## config.mk

```make
export PLATFORM = sky130hd
export DESIGN_NAME = ckreg_bank
export DESIGN_NICKNAME = d
export VERILOG_FILES = /design/src/rtl/ckreg_pkg.sv /design/src/rtl/ckreg_decode.sv /design/src/rtl/ckreg_mword.sv /design/src/rtl/ckreg_sync.sv /design/src/rtl/ckreg_bank.sv
export SDC_FILE = /design/constraint.sdc
export NUM_CORES = 1
export LEC_CHECK = 0
export ABC_AREA = 1
export BUFFER_PORTS_ARGS = -buffer_cell sky130_fd_sc_hd__buf_2
export CAP_MARGIN = 30
export CORE_MARGIN = 2
export CORE_UTILIZATION = 59
export DETAILED_ROUTE_END_ITERATION = 10
export PLACE_DENSITY_LB_ADDON = 0.1
export SKIP_CTS_REPAIR_TIMING = 1
export SLEW_MARGIN = 20
export SYNTH_ARGS = -nofsm -noshare
export SYNTH_HDL_FRONTEND = slang
export SYNTH_SLANG_ARGS = --single-unit
```

## constraint.sdc

```tcl
create_clock -name clk -period 2.95 [get_ports clk]
set_input_delay 0.1475 -clock clk [delete_from_list [all_inputs] [get_ports clk]]
set_output_delay 0.1475 -clock clk [all_outputs]
set_load 0.02 [all_outputs]
```

## src/rtl/ckreg_pkg.sv

```systemverilog
package ckreg_pkg;
  localparam int ADDR_W     = 12;
  localparam int PLL_WORDS  = 4;
  localparam int FRAC_IDX   = 2;
  localparam int SEL_BASE   = 'h080;
  localparam int GATE_BASE  = 'h100;
  localparam int RST_BASE   = 'h110;
  localparam int GATE_MAX   = (RST_BASE - GATE_BASE) / 4;

  typedef enum logic [2:0] {
    RGN_NONE = 3'd0,
    RGN_PLL  = 3'd1,
    RGN_SEL  = 3'd2,
    RGN_GATE = 3'd3,
    RGN_RST  = 3'd4
  } region_e;

  typedef enum logic [1:0] {
    MODE_SLOW   = 2'd0,
    MODE_NORMAL = 2'd1,
    MODE_DEEP   = 2'd2
  } pll_mode_e;

  function automatic logic [15:0] masked_merge(input logic [15:0] old_v,
                                               input logic [31:0] wd);
    return (old_v & ~wd[31:16]) | (wd[15:0] & wd[31:16]);
  endfunction
endpackage

```

## src/rtl/ckreg_decode.sv

```systemverilog
module ckreg_decode
  import ckreg_pkg::*;
#(
  parameter int NUM_SEL  = 4,
  parameter int NUM_GATE = 2,
  parameter int NUM_RST  = 2
) (
  input  logic [ADDR_W-1:0] addr_i,
  output region_e           region_o,
  output logic [4:0]        idx_o
);
  localparam logic [9:0] SEL_W0  = 10'(SEL_BASE / 4);
  localparam logic [9:0] GATE_W0 = 10'(GATE_BASE / 4);
  localparam logic [9:0] RST_W0  = 10'(RST_BASE / 4);

  logic [9:0] word;
  logic       unused_lsb;
  assign word       = addr_i[ADDR_W-1:2];
  assign unused_lsb = ^addr_i[1:0];

  always_comb begin
    region_o = RGN_NONE;
    idx_o    = '0;
    if (word < 10'(PLL_WORDS)) begin
      region_o = RGN_PLL;
      idx_o    = word[4:0];
    end else if (word >= SEL_W0 && word < SEL_W0 + 10'(NUM_SEL)) begin
      region_o = RGN_SEL;
      idx_o    = word[4:0] - SEL_W0[4:0];
    end else if (word >= GATE_W0 && word < GATE_W0 + 10'(NUM_GATE)) begin
      region_o = RGN_GATE;
      idx_o    = word[4:0] - GATE_W0[4:0];
    end else if (word >= RST_W0 && word < RST_W0 + 10'(NUM_RST)) begin
      region_o = RGN_RST;
      idx_o    = word[4:0] - RST_W0[4:0];
    end
  end
endmodule

```

## src/rtl/ckreg_mword.sv

```systemverilog
module ckreg_mword
  import ckreg_pkg::*;
#(
  parameter logic [15:0] RST_VAL = 16'h0000
) (
  input  logic        clk,
  input  logic        rst_n,
  input  logic        we_i,
  input  logic [31:0] wdata_i,
  output logic [15:0] q_o
);
  always_ff @(posedge clk or negedge rst_n) begin
    if (!rst_n)    q_o <= RST_VAL;
    else if (we_i) q_o <= masked_merge(q_o, wdata_i);
  end
endmodule

```

## src/rtl/ckreg_sync.sv

```systemverilog
module ckreg_sync #(
  parameter int STAGES = 2
) (
  input  logic clk,
  input  logic rst_n,
  input  logic d_i,
  output logic q_o
);
  logic [STAGES-1:0] sh;
  always_ff @(posedge clk or negedge rst_n) begin
    if (!rst_n) sh <= '0;
    else        sh <= {sh[STAGES-2:0], d_i};
  end
  assign q_o = sh[STAGES-1];
endmodule

```

## src/rtl/ckreg_bank.sv

```systemverilog
module ckreg_bank
  import ckreg_pkg::*;
#(
  parameter int NUM_SEL     = 4,
  parameter int NUM_GATE    = 2,
  parameter int NUM_RST     = 2,
  parameter int LOCK_STAGES = 2
) (
  input  logic                    clk,
  input  logic                    rst_n,
  input  logic                    req_valid,
  output logic                    req_ready,
  input  logic                    req_write,
  input  logic [ADDR_W-1:0]       req_addr,
  input  logic [31:0]             req_wdata,
  output logic                    rsp_valid,
  input  logic                    rsp_ready,
  output logic [31:0]             rsp_rdata,
  input  logic                    pll_lock_i,
  output logic [11:0]             pll_fbdiv_o,
  output logic [2:0]              pll_postdiv1_o,
  output logic [2:0]              pll_postdiv2_o,
  output logic [5:0]              pll_refdiv_o,
  output logic [23:0]             pll_frac_o,
  output logic [1:0]              pll_mode_o,
  output logic                    pll_int_mode_o,
  output logic [4:0]              div_bus_o,
  output logic [NUM_SEL*7-1:0]    div_lo_o,
  output logic [NUM_SEL*7-1:0]    div_hi_o,
  output logic [NUM_GATE*16-1:0]  clk_en_o,
  output logic [NUM_RST*16-1:0]   soft_rst_o
);
  if (NUM_SEL < 1 || NUM_SEL > 32)        begin : g_bad_sel  $error("NUM_SEL out of range");  end
  if (NUM_GATE < 1 || NUM_GATE > GATE_MAX) begin : g_bad_gate $error("NUM_GATE out of range"); end
  if (NUM_RST < 1 || NUM_RST > 16)        begin : g_bad_rst  $error("NUM_RST out of range");  end
  if (LOCK_STAGES < 2)                    begin : g_bad_sync $error("LOCK_STAGES below 2");   end

  logic    accept, wr_acc;
  region_e region;
  logic [4:0] idx;
  logic    lock_s;
  logic [31:0] rd_data;

  assign req_ready = !rsp_valid || rsp_ready;
  assign accept    = req_valid && req_ready;
  assign wr_acc    = accept && req_write;

  ckreg_decode #(.NUM_SEL(NUM_SEL), .NUM_GATE(NUM_GATE), .NUM_RST(NUM_RST)) u_dec (
    .addr_i(req_addr), .region_o(region), .idx_o(idx)
  );

  ckreg_sync #(.STAGES(LOCK_STAGES)) u_lock_sync (
    .clk(clk), .rst_n(rst_n), .d_i(pll_lock_i), .q_o(lock_s)
  );

  // PLL words: full-width read images
  logic [31:0] pll_rd [PLL_WORDS];
  for (genvar w = 0; w < PLL_WORDS; w++) begin : g_pll
    logic we_w;
    assign we_w = wr_acc && (region == RGN_PLL) && (idx == 5'(w));
    if (w == FRAC_IDX) begin : g_frac
      logic [23:0] frac_q;
      always_ff @(posedge clk or negedge rst_n) begin
        if (!rst_n)    frac_q <= '0;
        else if (we_w) frac_q <= req_wdata[23:0];
      end
      assign pll_rd[w] = {lock_s, 7'h00, frac_q};
    end else begin : g_mask
      logic [15:0] q;
      ckreg_mword u_w (.clk(clk), .rst_n(rst_n), .we_i(we_w), .wdata_i(req_wdata), .q_o(q));
      assign pll_rd[w] = {16'h0000, q};
    end
  end

  // Select/divider words
  logic [15:0] sel_q [NUM_SEL];
  for (genvar s = 0; s < NUM_SEL; s++) begin : g_sel
    logic we_s;
    assign we_s = wr_acc && (region == RGN_SEL) && (idx == 5'(s));
    ckreg_mword u_w (.clk(clk), .rst_n(rst_n), .we_i(we_s), .wdata_i(req_wdata), .q_o(sel_q[s]));
    assign div_lo_o[s*7 +: 7] = sel_q[s][6:0];
    assign div_hi_o[s*7 +: 7] = sel_q[s][14:8];
  end

  // Gate words: a stored 1 stops the clock
  logic [15:0] gate_q [NUM_GATE];
  for (genvar g = 0; g < NUM_GATE; g++) begin : g_gate
    logic we_g;
    assign we_g = wr_acc && (region == RGN_GATE) && (idx == 5'(g));
    ckreg_mword u_w (.clk(clk), .rst_n(rst_n), .we_i(we_g), .wdata_i(req_wdata), .q_o(gate_q[g]));
    assign clk_en_o[g*16 +: 16] = ~gate_q[g];
  end

  // Soft-reset words
  logic [15:0] rst_q [NUM_RST];
  for (genvar r = 0; r < NUM_RST; r++) begin : g_rst
    logic we_r;
    assign we_r = wr_acc && (region == RGN_RST) && (idx == 5'(r));
    ckreg_mword u_w (.clk(clk), .rst_n(rst_n), .we_i(we_r), .wdata_i(req_wdata), .q_o(rst_q[r]));
    assign soft_rst_o[r*16 +: 16] = rst_q[r];
  end

  // Read mux
  always_comb begin
    rd_data = '0;
    unique case (region)
      RGN_PLL:  for (int w = 0; w < PLL_WORDS; w++) if (idx == 5'(w)) rd_data = pll_rd[w];
      RGN_SEL:  for (int s = 0; s < NUM_SEL;  s++) if (idx == 5'(s)) rd_data = {16'h0000, sel_q[s]};
      RGN_GATE: for (int g = 0; g < NUM_GATE; g++) if (idx == 5'(g)) rd_data = {16'h0000, gate_q[g]};
      RGN_RST:  for (int r = 0; r < NUM_RST;  r++) if (idx == 5'(r)) rd_data = {16'h0000, rst_q[r]};
      default:  rd_data = '0;
    endcase
  end

  // Response channel
  always_ff @(posedge clk or negedge rst_n) begin
    if (!rst_n) begin
      rsp_valid <= 1'b0;
      rsp_rdata <= '0;
    end else if (accept) begin
      rsp_valid <= 1'b1;
      rsp_rdata <= req_write ? 32'h0 : rd_data;
    end else if (rsp_ready) begin
      rsp_valid <= 1'b0;
    end
  end

  // Decoded PLL fields
  assign pll_fbdiv_o    = pll_rd[0][11:0];
  assign pll_postdiv2_o = pll_rd[1][14:12];
  assign pll_postdiv1_o = pll_rd[1][10:8];
  assign pll_refdiv_o   = pll_rd[1][5:0];
  assign pll_frac_o     = pll_rd[FRAC_IDX][23:0];
  assign pll_mode_o     = pll_rd[3][9:8];
  assign pll_int_mode_o = pll_rd[3][3];
  assign div_bus_o      = sel_q[0][4:0];
endmodule

```

Word level (Yosys, flattened, before mapping)
Cells that the tools add are included.
W data, S select, Z words.
- multiplexer cells: 24
- bitwise logic cells: 26
- equal/unequal tests: 7
- reductions and logical operators: 25
- $lt $le $gt $ge: 7
- $add $sub $neg: 1
- operator list (operator ; number):
    $mux W32 ; 9
    $and A16 B16 Y16 ; 12
    $or A16 B16 Y16 ; 11
    $pmux W32 S4 ; 1
    $mux W16 ; 4
    $not A16 Y16 ; 3
    $logic_and A1 B1 Y1 ; 21
    $ge A10 B7 Y1 const B ; 2
    $lt A10 B7 Y1 const B ; 2
    $mux W5 ; 4
    $mux W3 ; 4
    $eq A5 B2 Y1 const B ; 2
    $ge A10 B6 Y1 const B ; 1
    $lt A10 B3 Y1 const B ; 1
    $lt A10 B6 Y1 const B ; 1
    $eq A3 B2 Y1 const B ; 2
    $eq A5 B1 Y1 const B ; 1
    $logic_not A5 Y1 ; 1
    $sub A5 B3 Y5 const B ; 1
    $eq A3 B1 Y1 const B ; 1
    $eq A3 B3 Y1 const B ; 1
    $mux W1 ; 2
    $reduce_bool A2 Y1 ; 1
    $logic_not A1 Y1 ; 1
    $logic_or A1 B1 Y1 ; 1
- output and inout port bits: 210
- bits of input ports: 50
- word-level logic and storage cells: 105
- flip-flop bits (word level): 235

Longest topological paths before layout
- depth after elaboration: 13
- mapped depth: 20
- mapped depth without buffers: 19

By module
A second synthesis with hierarchy kept.
- cell total of the unflattened synthesis: 1748
- area, all modules: 12687.2 sq um
- by module, submodules not included (module ; instances ; cells an instance ; area an instance (sq um) ; sequential area each (sq um)):
    ckreg_mword ; 11 ; 83 ; 694.4 ; 400.4
    ckreg_bank ; 1 ; 783 ; 4730.8 ; 1251.2
    ckreg_decode ; 1 ; 50 ; 267.8 ; 0.0
    ckreg_sync ; 1 ; 2 ; 50.0 ; 50.0

Worst setup path before layout
OpenSTA, ideal clock, no wires.
- path kind: input -> register
- start: in req_addr[5]
- end: reg with a tool-made name
- required time: 2819 ps
- path slack: 872 ps
- setup time: 131 ps
- stages on the path: 15
- arrival: 1947 ps
- path buffers: 2
- path through: inv_1 > ha_1 > nand2_1 > a21oi_4 > nand3_4 > nand3_4 > nor2_2 > nor2_8 > nand2_2 > buf_6 > nor3_4 > buf_4 > nand2_1 > nand2_1 > o21ai_1
- RTL lines (element ; RTL line ; RTL):
    from (decl) ; ckreg_bank.sv:14 ; input logic [ADDR_W-1:0] req_addr,

==> metrics.md <==
| Metric | Value |
|---|---|
| Largest cells by area after synthesis | `dfrtp_1 (48%), nand2_1 (14%), buf_4 (6.3%)` |
| Cell Area, Placed | `about 13000 µm²` |
| Total CTS buffers | `25` |
| Std cell rows | `51` |
| Clk root buf | `clkbuf_16` |
| Vias/cell | `5.73` |
| Power per Cell Area | `around 530 nW/µm²` |
| Status | `finished clean` |
| Clk Latency, worst-skew pair | `0.53 ns` |
| Slew headroom | `46.7%` |
| Critical Path AT | `2.72 ns` |
| Die Width | `145 µm` |
| # IOs | `260` |
| Origin of the critical flop-to-flop path | `rsp_valid$_DFFE_PN0P_` |
| Synthesized flop and latch total | `228` |
| DRT iter0 DRCs | `939` |
| Port bufs | `250` |
| Post-route DRC | `0` |
| DP Cell Count | `about 1800` |
| Crit path required time | `about 3.4 ns` |
| Share of the synthesized area in the top cell type | `48.5%` |
| GR Util All Layers | `33.5%` |
| Final GP Congestion | `~0.87` |
| Area leader, netlist | `dfrtp_1` |
| Total power draw | `7.18 mW` |
| Net switching power figure | `approximately 1.9 mW` |
| Mapped Area | `11800 µm²` |
| Fin area | `13600 µm²` |
| Core Area | `19500 µm²` |
| Post-DP HPWL | `between 20 and 25 mm` |
| Seq pwr share | `a little under half` |
| Die area | `21100 µm²` |
| DR WL/cell | `18.9 µm` |
| Worst slew pin tran | `slightly below 0.8 ns` |
| Setup TNS | `0 ns` |
| Peak supply drop | `413 µV` |
| Initial antenna violation count | `1` |
| Slew Viols, Final | `0` |
| Syn. warnings | `0` |
| RSZ-0062 raised after global routing | `false` |
| Post-synth cell types | `36` |
| Critical-path maximum fanout | `22` |
| Crit path from | `rsp_valid$_DFFE_PN0P_` |
| Leak pwr | `6.83 nW` |
| HP Start | `req_wdata[31]` |
| Max-cap violations | `0` |
| CP Cell Sequence | `nand2_1 -> nand2_1 -> nor2_1 -> inv_1 -> nor2_1 -> inv_1 -> nor2_4 -> buf_12 -> a21oi_1 -> a31oi_1` |
| Final hold slack | `between 0.0015 and 0.002 ns` |
| Post-route ant nets | `0` |
| Clock net sink count | `228` |
| Syn Area/Cell | `between 8 and 9 µm²` |
| Area grow syn2layout | `15.3%` |
| Sw Share | `26.7%` |
| Via count | `10849` |
| CTS tree | `built` |
| Fin cells | `~1900` |
| Post-Route Utilization | `a little over two thirds` |
| Commonest non-fill, non-tap cell in the layout | `nand2_1` |
| Initial Utilization | `60.3%` |
| HP Class | `in -> reg` |
| First-pass GRT wire length | `56.5 mm` |
| Fin worst setup slack | `0.669 ns` |
| Layout Skew | `~0.015 ns` |
| Die Ht | `145 µm` |
| Grt total ovfl | `0` |
| Worst Setup End Kind | `flip-flop` |
| Shortest period the worst path allows | `2.28 ns` |
| Startpoint types | `flip-flop` |
| Sequential area share after synthesis | `between 40% and 50%` |
| Nets@finish | `1661` |
| Routed WL | `35.8 mm` |
| Iteration count of the initial detailed-routing pass | `7` |
| Combinational power share | `10.4%` |
| Clock slew at reported path FFs | `0.06 ns` |
| Synthesized instance count | `~1500` |
| Clock power share | `43.5%` |
| Fill count | `1657` |
| Clk buf depth | `3` |
| Layout cells sized above 1 | `23.1%` |
| Most frequent cells in the layout | `nand2_1 (449), buf_2 (249), dfrtp_1 (228)` |
| Final setup fails | `0` |
| Fmax | `around 440 MHz` |
| Reg-to-reg setup timing slack | `0.67 ns` |
| Pint | `5.26 mW` |
| Worst path max stage delay | `0.38 ns` |
| Number of global-route vias before repair | `10279` |
| Max stage delay cell, worst path | `dfrtp_1` |
| Pre-CTS setup slack | `0.166 ns` |
| Fin crit share | `77.3%` |
| WS Path Type | `reg -> reg` |
| Htree depth | `1` |
| Pin count of the biggest net entering global routing | `89` |
| Final Hold Viols | `0` |
logic make-up (layout without fill, tap and decap cells):
group | after synthesis | count (layout) | share of synthesized area (%)
buffers and inverters | 276 | 430 | 12.5
AOI/OAI and AO/OA | 337 | 337 | 16.1
other | 1 | 8 | 0.0319
DFF | 228 | 228 | 48.5
adders and majority gates | 3 | 3 | 0.319
and+or+nand+nor | 622 | 622 | 22.6
per-layer routing:
| metal | vias up | track usage [%] | wire length (µm) |
|---|---|---|---|
| li1 | 5040 | - | - |
| met1 | 5137 | 47.1 | 14500 |
| met2 | 575 | 52.3 | 16400 |
| met3 | 97 | 5.13 | 3540 |
| met4 | 0 | 14.1 | 1350 |
| met5 | - | 0 | 0 |
cells in the mapped netlist:
cell type	instances
nand4_1	22
buf_2	36
or2_2	1
conb_1	1
nor2_4	3
nand3b_1	12
dfrtp_1	228
nor2_2	6
o211ai_1	2
a22oi_1	26
o21a_1	11
nor2_8	1
buf_4	99
a21oi_2	1
nand4_2	1
nor3_1	1
nor2_1	59
or2_0	4
nand2_2	3
inv_1	79
a21oi_1	76
inv_2	3
clkbuf_1	56
o21ai_0	104
nor3_4	2
a21oi_4	1
nand3_1	52
buf_1	1
nand3_4	3
o22ai_1	13
nor3_2	2
o21ai_1	39
nand2_1	450
buf_6	2
a31oi_1	64
ha_1	3
critical path: cells and delay by family (launching register included):
kind | cells | cell delay [ns]
AOI/OAI and AO/OA | 2 | 0.25
DFF | 1 | 0.38
buffers and inverters | 3 | 0.60
and+or+nand+nor | 5 | 0.97
final cells by class:
class / count / area, µm² / area share, %
sequential: 228 / 5710 / 42.1
multi-input combinational: 969 / 4680 / 34.5
timing repair buffer: 302 / 1710 / 12.6
clock buffer: 35 / 733 / 5.40
tap: 265 / 332 / 2.44
inverter: 82 / 308 / 2.27
clock inverter: 11 / 95.1 / 0.701
antenna: 1 / 2.50 / 0.0184
final timing paths:
path / cells past startpoint / endpoint
worst max-delay path: 10 / flip-flop
worst min-delay path: 2 / flip-flop
worst max register to register: 10 / flip-flop
worst min register to register: 0 / u_lock_sync.sh[1]$_DFF_PN0_
max in group asynchronous: 3 / async pin
min in group asynchronous: 2 / async pin
power groups by stage:
stage / Combinational (mW) / Sequential, mW / Clock [mW]
final: 0.747 / 3.31 / 3.12
after detailed placement: 0.740 / 3.36 / 0
after global routing: 0.813 / 3.32 / 3.26
after global placement: 0.730 / 3.36 / 0
after floorplan: 0.396 / 3.40 / 0
after CTS: 0.742 / 3.31 / 3.14
No activity file was read; power rests on OpenSTA's default activity.
